`src/rtl/dwrom_pkg.sv`:
```
package dwrom_pkg;
  localparam int unsigned DATA_W = 16;
  localparam logic [7:0] MFR_CODE = 8'h20;
  localparam logic [7:0] DEV_CODE = 8'hB2;

  typedef enum logic [2:0] {
    M_OFF, M_WORD, M_BYTE_LO, M_BYTE_HI, M_ID, M_ERR
  } mode_e;

  function automatic logic [DATA_W-1:0] image_word(input logic [31:0] a,
                                                   input logic [DATA_W-1:0] seed);
    logic [DATA_W-1:0] p;
    p = a[DATA_W-1:0] * 16'h9E37;
    return p ^ seed;
  endfunction
endpackage

```
`src/rtl/dwrom_rom.sv`:
```
module dwrom_rom
  import dwrom_pkg::*;
#(
  parameter int unsigned      ADDR_W = 6,
  parameter logic [DATA_W-1:0] SEED  = 16'h5A3C
) (
  input  logic [ADDR_W-1:0] addr_i,
  output logic [DATA_W-1:0] word_o
);
  localparam int unsigned WORDS = 1 << ADDR_W;

  logic [DATA_W-1:0] tbl [WORDS];

  for (genvar g = 0; g < WORDS; g++) begin : g_row
    assign tbl[g] = image_word(32'(g), SEED);
  end

  assign word_o = tbl[addr_i];
endmodule

```
`src/rtl/dwrom_decode.sv`:
```
module dwrom_decode
  import dwrom_pkg::*;
#(
  parameter int unsigned ADDR_W = 6
) (
  input  logic              ce_ni,
  input  logic              oe_ni,
  input  logic              wide_sel_i,
  input  logic              lsb_i,
  input  logic              id_req_i,
  input  logic [ADDR_W-1:0] addr_i,
  output mode_e             mode_o
);
  logic upper_set;
  assign upper_set = |addr_i[ADDR_W-1:1];

  always_comb begin
    mode_o = M_OFF;
    if (!ce_ni) begin
      if (id_req_i) begin
        // bad signature address flags even with outputs disabled
        if (upper_set)   mode_o = M_ERR;
        else if (!oe_ni) mode_o = M_ID;
      end else if (!oe_ni) begin
        if (wide_sel_i)  mode_o = M_WORD;
        else if (lsb_i)  mode_o = M_BYTE_HI;
        else             mode_o = M_BYTE_LO;
      end
    end
  end
endmodule

```
`src/rtl/dwrom_lane.sv`:
```
module dwrom_lane
  import dwrom_pkg::*;
(
  input  logic              clk_i,
  input  logic              rst_ni,
  input  mode_e             mode_i,
  input  logic [DATA_W-1:0] word_i,
  input  logic              id_sel_i,
  output logic [DATA_W-1:0] data_o,
  output logic [DATA_W-1:0] oe_o,
  output logic              err_o
);
  localparam int unsigned HALF = DATA_W / 2;
  localparam logic [DATA_W-1:0] LOW_MASK = {{HALF{1'b0}}, {HALF{1'b1}}};

  logic [DATA_W-1:0] data_d, oe_d;
  logic              err_d;

  always_comb begin
    data_d = '0;
    oe_d   = '0;
    err_d  = 1'b0;
    unique case (mode_i)
      M_WORD: begin
        data_d = word_i;
        oe_d   = '1;
      end
      M_BYTE_LO: begin
        data_d = {{HALF{1'b0}}, word_i[HALF-1:0]};
        oe_d   = LOW_MASK;
      end
      M_BYTE_HI: begin
        data_d = {{HALF{1'b0}}, word_i[DATA_W-1:HALF]};
        oe_d   = LOW_MASK;
      end
      M_ID: begin
        data_d = {{HALF{1'b0}}, (id_sel_i ? DEV_CODE : MFR_CODE)};
        oe_d   = LOW_MASK;
      end
      M_ERR:   err_d = 1'b1;
      default: ;
    endcase
  end

  always_ff @(posedge clk_i or negedge rst_ni) begin
    if (!rst_ni) begin
      data_o <= '0;
      oe_o   <= '0;
      err_o  <= 1'b0;
    end else begin
      data_o <= data_d;
      oe_o   <= oe_d;
      err_o  <= err_d;
    end
  end
endmodule

```
`src/rtl/dwrom_port.sv`:
```
module dwrom_port
  import dwrom_pkg::*;
#(
  parameter int unsigned       ADDR_W = 6,
  parameter logic [DATA_W-1:0] SEED   = 16'h5A3C
) (
  input  logic              clk_i,
  input  logic              rst_ni,
  input  logic              wide_sel_i,
  input  logic              ce_ni,
  input  logic              oe_ni,
  input  logic [ADDR_W-1:0] addr_i,
  input  logic              lsb_i,
  input  logic              id_req_i,
  output logic [15:0]       data_o,
  output logic [15:0]       data_oe_o,
  output logic              id_err_o
);
  mode_e             mode;
  logic [DATA_W-1:0] word;

  dwrom_rom #(.ADDR_W(ADDR_W), .SEED(SEED)) u_rom (
    .addr_i (addr_i),
    .word_o (word)
  );

  dwrom_decode #(.ADDR_W(ADDR_W)) u_dec (
    .ce_ni      (ce_ni),
    .oe_ni      (oe_ni),
    .wide_sel_i (wide_sel_i),
    .lsb_i      (lsb_i),
    .id_req_i   (id_req_i),
    .addr_i     (addr_i),
    .mode_o     (mode)
  );

  dwrom_lane u_lane (
    .clk_i    (clk_i),
    .rst_ni   (rst_ni),
    .mode_i   (mode),
    .word_i   (word),
    .id_sel_i (addr_i[0]),
    .data_o   (data_o),
    .oe_o     (data_oe_o),
    .err_o    (id_err_o)
  );
endmodule

```
`config.mk`:
```
export PLATFORM = sky130hd
export DESIGN_NAME = dwrom_port
export DESIGN_NICKNAME = d
export VERILOG_FILES = /design/src/rtl/dwrom_pkg.sv /design/src/rtl/dwrom_rom.sv /design/src/rtl/dwrom_decode.sv /design/src/rtl/dwrom_lane.sv /design/src/rtl/dwrom_port.sv
export SDC_FILE = /design/constraint.sdc
export NUM_CORES = 1
export LEC_CHECK = 0
export CAP_MARGIN = 5
export CORE_AREA = 4 4 70 72
export CTS_CLUSTER_DIAMETER = 100
export DETAILED_ROUTE_END_ITERATION = 12
export DIE_AREA = 0 0 74 76
export GPL_TIMING_DRIVEN = 0
export PLACE_DENSITY = 0.79
export RECOVER_POWER = 100
export SYNTH_ARGS = -nofsm -noshare
export SYNTH_HDL_FRONTEND = slang
export SYNTH_HIERARCHICAL = 1
export SYNTH_SLANG_ARGS = --single-unit
```
`constraint.sdc`:
```
create_clock -name clk_i -period 0.8 [get_ports clk_i]
set_input_delay 0.16 -clock clk_i [delete_from_list [all_inputs] [get_ports clk_i]]
set_output_delay 0.16 -clock clk_i [all_outputs]
set_load 0.05 [all_outputs]
```
; After elaboration in Yosys (flattened, before gate mapping)
; Memory sizes are Yosys's and may differ from the RTL's.
; Cells that the tools add are included.
[word_totals]
ff_bits = 33
latchBits = 0
ram_bits = 0
mem_bits_ro = 1024
in_bits = 13
output_inout_bits = 33
mem_count = 1
[op_classes]
add_sub_neg = 0
n_mul = 0
div = 0
n_lt_le_gt_ge = 1
n_eq_ne = 5
shift = 0
mux = 13
bitwise = 1
reduce_logical = 2
[mem_list]
columns = name, words, width, read_ports, rd_ports_with_merged_regs, wr, line
row1 = (name not given), 64, 16, 1, 0, 0, dwrom_rom.sv:18  ; assign word_o = tbl[addr_i];
[ops]
columns = operator, count
row1 = $pmux 16 s4, 1
row2 = $mux 16, 2
row3 = $pmux 16 s2, 1
row4 = $mux 3, 6
row5 = $mux 8, 1
row6 = $ge 7x7->1 const B, 1
row7 = $not 6->7, 1
row8 = $eq 3x2->1 const B, 2
row9 = $eq 3x3->1 const B, 2
row10 = $reduce_or 5->1, 1
row11 = $eq 3x1->1 const B, 1
row12 = $reduce_or 3->1, 1
row13 = $mux 1, 2

; Depth between registers and ports, before layout
[logic_depth]
depth_word = 8
mapped_depth = 10
depth_no_buf = 8

; By module
; Netlist, hierarchy kept.
[by_module_without_submodules]
columns = module, n_inst, cells_each, area_each_um2, seq_area_each_um2
row1 = dwrom_rom, 1, 175, 1168.6, 0.0
row2 = dwrom_lane, 1, 77, 935.9, 475.5
row3 = dwrom_decode, 1, 8, 51.3, 0.0

; Least setup slack after synthesis
; No wires, ideal clock.
[synth_path]
path_kind = input to register
start = input addr_i[0]
end = register u_lane.data_o[7]
arrival_ns = 2.171
t_required_ns = 0.713
setup_slack_ns = -1.458
path_stages = 9
cell_sequence = clkbuf_1 -> inv_1 -> ha_1 -> clkbuf_1 -> o21ai_0 -> mux4_2 -> a22oi_1 -> mux2i_1 -> o211ai_1
[synth_via]
elab_chain_len = 5
elab_cells_between_ends = 6
cone_classes = 4 x mux / 1 x bitwise / 1 x memory
[synth_rtl]
columns = element, line
row1 = "start, declared", dwrom_port.sv:12  ; input logic [ADDR_W-1:0] addr_i,
row2 = $not 6->7 (implied by the code), dwrom_rom.sv:18
row3 = $mem_v2 64x16, -
row4 = $mux 16 (implied by the code) (2 in series), dwrom_rom.sv:18
row5 = named net word[7], dwrom_port.sv:20  ; logic [DATA_W-1:0] word;
row6 = $pmux 16 s4, dwrom_lane.sv:23  ; unique case (mode_i)
row7 = named net u_lane.data_d[7], dwrom_lane.sv:16  ; logic [DATA_W-1:0] data_d, oe_d;
row8 = "end signal, assigned", dwrom_lane.sv:51  ; data_o <= data_d;
row9 = "end, declared", dwrom_lane.sv:9  ; output logic [DATA_W-1:0] data_o,
; The timed path passes the listed nets, and every way through them passes these cells. The select of a mux whose other input is x is not followed.

; Worst setup path in the final report
; Same ends and word-level chain as after synthesis.

==> impl_metrics.toml <==
[yosys]
synth_seq_cells = 19
synth-xor-area-share_pct = 2.44
syn_nets = 282
muxShareOfSynthArea_pct = 12.1
synth.top_cell.area_share_pct = 22.1
syn_area_mm2 = 0.00216
synthSimpleGateAreaFrac_pct = 21.2
synth_compound_area_share_pct = 24.7
yosys_warnings = 6
ys_seq_area_share_pct = 22.1
syn_avg_cell_area_um2 = 8.29
yosysMostFrequentCell = "a21oi_1"
async_flop_share_pct = 100
synth_top_family_by_area = "compound AO/OA/AOI/OAI gates"
synth_top_area_cell = "dfrtp_1"
synthTopCellsByArea = "dfrtp_1, mux2i_1, buf_4"
synth_common_cells = "a21oi_1, dfrtp_1, buf_4, mux2i_1"
synthDistinctLibCells = 56
synthAdderAreaFrac_pct = 5.22
synthFlopType = "dfrtp_1"
synth_edf_count = 0
netlist_instances = 260

[floorplanning]
die_w_um = 74
core_area_mm2 = 0.00429
die_h_um = 76
initial_utilization_pct = 50.2
placementRows = 24
io_pins = 46
die_area_mm2 = 0.00562

[power_and_ir_drop]
p_total_mw = 4.52
power.leakage_nw = 1.54
powerDensity_mw_per_mm2 = 1280
vdd_drop_max_v = 0.000601

[setup_path]
crit_type = "primary input to register"
start_kind = "primary input"
critPathTopFamily = "multiplexers"
startpoint = "addr_i[0]"
crit_slowest_cell = "mux4_2"
worstPathCellList = "buf_12 -> clkbuf_16 -> inv_8 -> ha_4 -> clkbuf_16 -> o21ai_2 -> mux4_2 -> a22oi_2 -> mux2i_1 -> o211ai_1"
path_buf_inv = 4
crit_required_ns = 0.97
critPathMaxFanout = 8
cpMostUsedCell = "clkbuf_16"
critPathMaxStageDelay_ns = 0.46
end_kind = "register"
cp.arrival_ns = 1.88

[global_route]
grt_pass1_wl_um = 10900
antenna_found_initial = 0
overflow = 0
grt_usage_pct = 24.1
grt_max_degree = 20
grt_pass1_vias = 2226

[routing]
vias = 2424
first_pass_iters = 5
wl_per_cell_um = 18.1
ant_nets = 0
routed_wirelength_um = 7070
vias_per_cell = 6.22
drtIter0Drc = 140
drc = 0

[flow_run]
drv_cap = 0

[clock_network]
cts-root-buf = "clkbuf_8"
hold_buffers = 0
cts.htree.levels = 1
clock_sinks = 19
numCtsBuffers = 3
path_clk_slew_ns = 0.07
clk_path_buf_depth = 2
cts_tree = "built"

[timing]
fin_setup_tns_ns = -23.39
hold_viol_final = 19
slew_headroom_pct = 71.0
min_period_ns = 1.70
fmax_mhz = 587
slew_viol_final = 0
finalWorstSetupSlack_ns = -0.905
worst_pin_slew_ns = 0.433
period_share_pct = 213
setup_viol = 52
whs_ns = -0.164
rsz0062_at_grt = "true"

[layout]
nets = 361
drive_gt1_share_pct = 50.3
antenna_cells = 0
area_growth_pct = 64.0

[run_status]
violations = "negative hold slack, negative setup slack"
status = "finished, violations left"

[placement]
gp_congestion = 0.985
dp_hpwl_um = 4680
port_buffers = 45

[min_path]
worstHoldPathType = "primary input to async pin"
==> stage by stage <==
step | util, % | cell area, µm² | setup slack, ns | hold WS, ns | cells
after floorplan | - | 2360 | -0.931 | -0.136 | 260
after global placement | 66.9 | 2870 | -2.07 | 0.640 | 357
after detailed placement | 66.9 | 2870 | -2.06 | 0.656 | 357
after CTS | 77.4 | 3330 | -0.881 | 0.115 | 381
after global routing | 82.3 | 3530 | -0.959 | -0.120 | 390
final | 82.3 | 3530 | -0.905 | -0.164 | 390
==> area by class of cell <==
type                       instances  area (µm²)
inverter                           8        52.6
sequential                        19         483
fill                             263         759
timing repair buffer              81         856
clock inverter                     1        5.00
clock buffer                       3        41.3
tap                               52        65.1
buffer                            32         323
multi-input combinational        194        1710
==> final timing paths <==
kind,depth (start not counted),slack [ns],endpoint
min,1,-0.16,u_lane/data_o[4]
max in group asynchronous,1,0.63,u_lane/oe_o[14]
min in group clk_i,4,0.41,u_lane/data_o[4]
max,10,-0.90,u_lane/data_o[7]
==> cells by family after synthesis <==
kind of cell	Yosys count
xor+xnor	6
fa+ha+maj	9
flops	19
compound gates	81
mux	21
buf+inv	47
simple gates	77
==> layer usage <==
metal / global-route usage [%] / part of all wire [%]
met1: 29.6 / 36
met2: 41.9 / 49
met3: 3.03 / 10
met4: 8.88 / 4.4
met5: 0 / 0
==> registers in the layout, summed over array words and instances, names as in the netlist <==
name,cells
u_lane/data_o,16
u_lane/oe_o,2
u_lane/err_o,1
==> what timing repair did <==
action                                 4_1_cts  5_1_grt
cloned                                       1        0
setup buffers                               22       14
resized for setup                          338       42
pin swaps                                   26       14
setup endpoints to repair                   71       54
endpoints found under the hold margin        0       19
==> power by group <==
| group | total (mW) | leakage (nW) | switching (mW) | internal [mW] |
|---|---|---|---|---|
| clock | 0.631 | 0.0255 | 0.286 | 0.345 |
| combinational | 2.78 | 1.26 | 1.50 | 1.28 |
| sequential | 1.11 | 0.249 | 0.0628 | 1.05 |
| total | 4.52 | 1.54 | 1.85 | 2.67 |
==> cells in the final DEF (no fill, tap or decap), types with 5 or more instances in the layout <==
master,netlist,routed
nand2_1,14,13
dfrtp_1,19,17
a211oi_2,0,6
buf_8,0,16
buf_4,17,25
nor2_1,14,10
and2_1,7,7
a211o_1,6,6
o21ai_0,12,10
mux2i_1,17,17
o211ai_1,7,7
a21oi_1,23,19
buf_6,2,47
nand2b_1,7,5
buf_2,9,10
(Power assumes the default switching activity.)
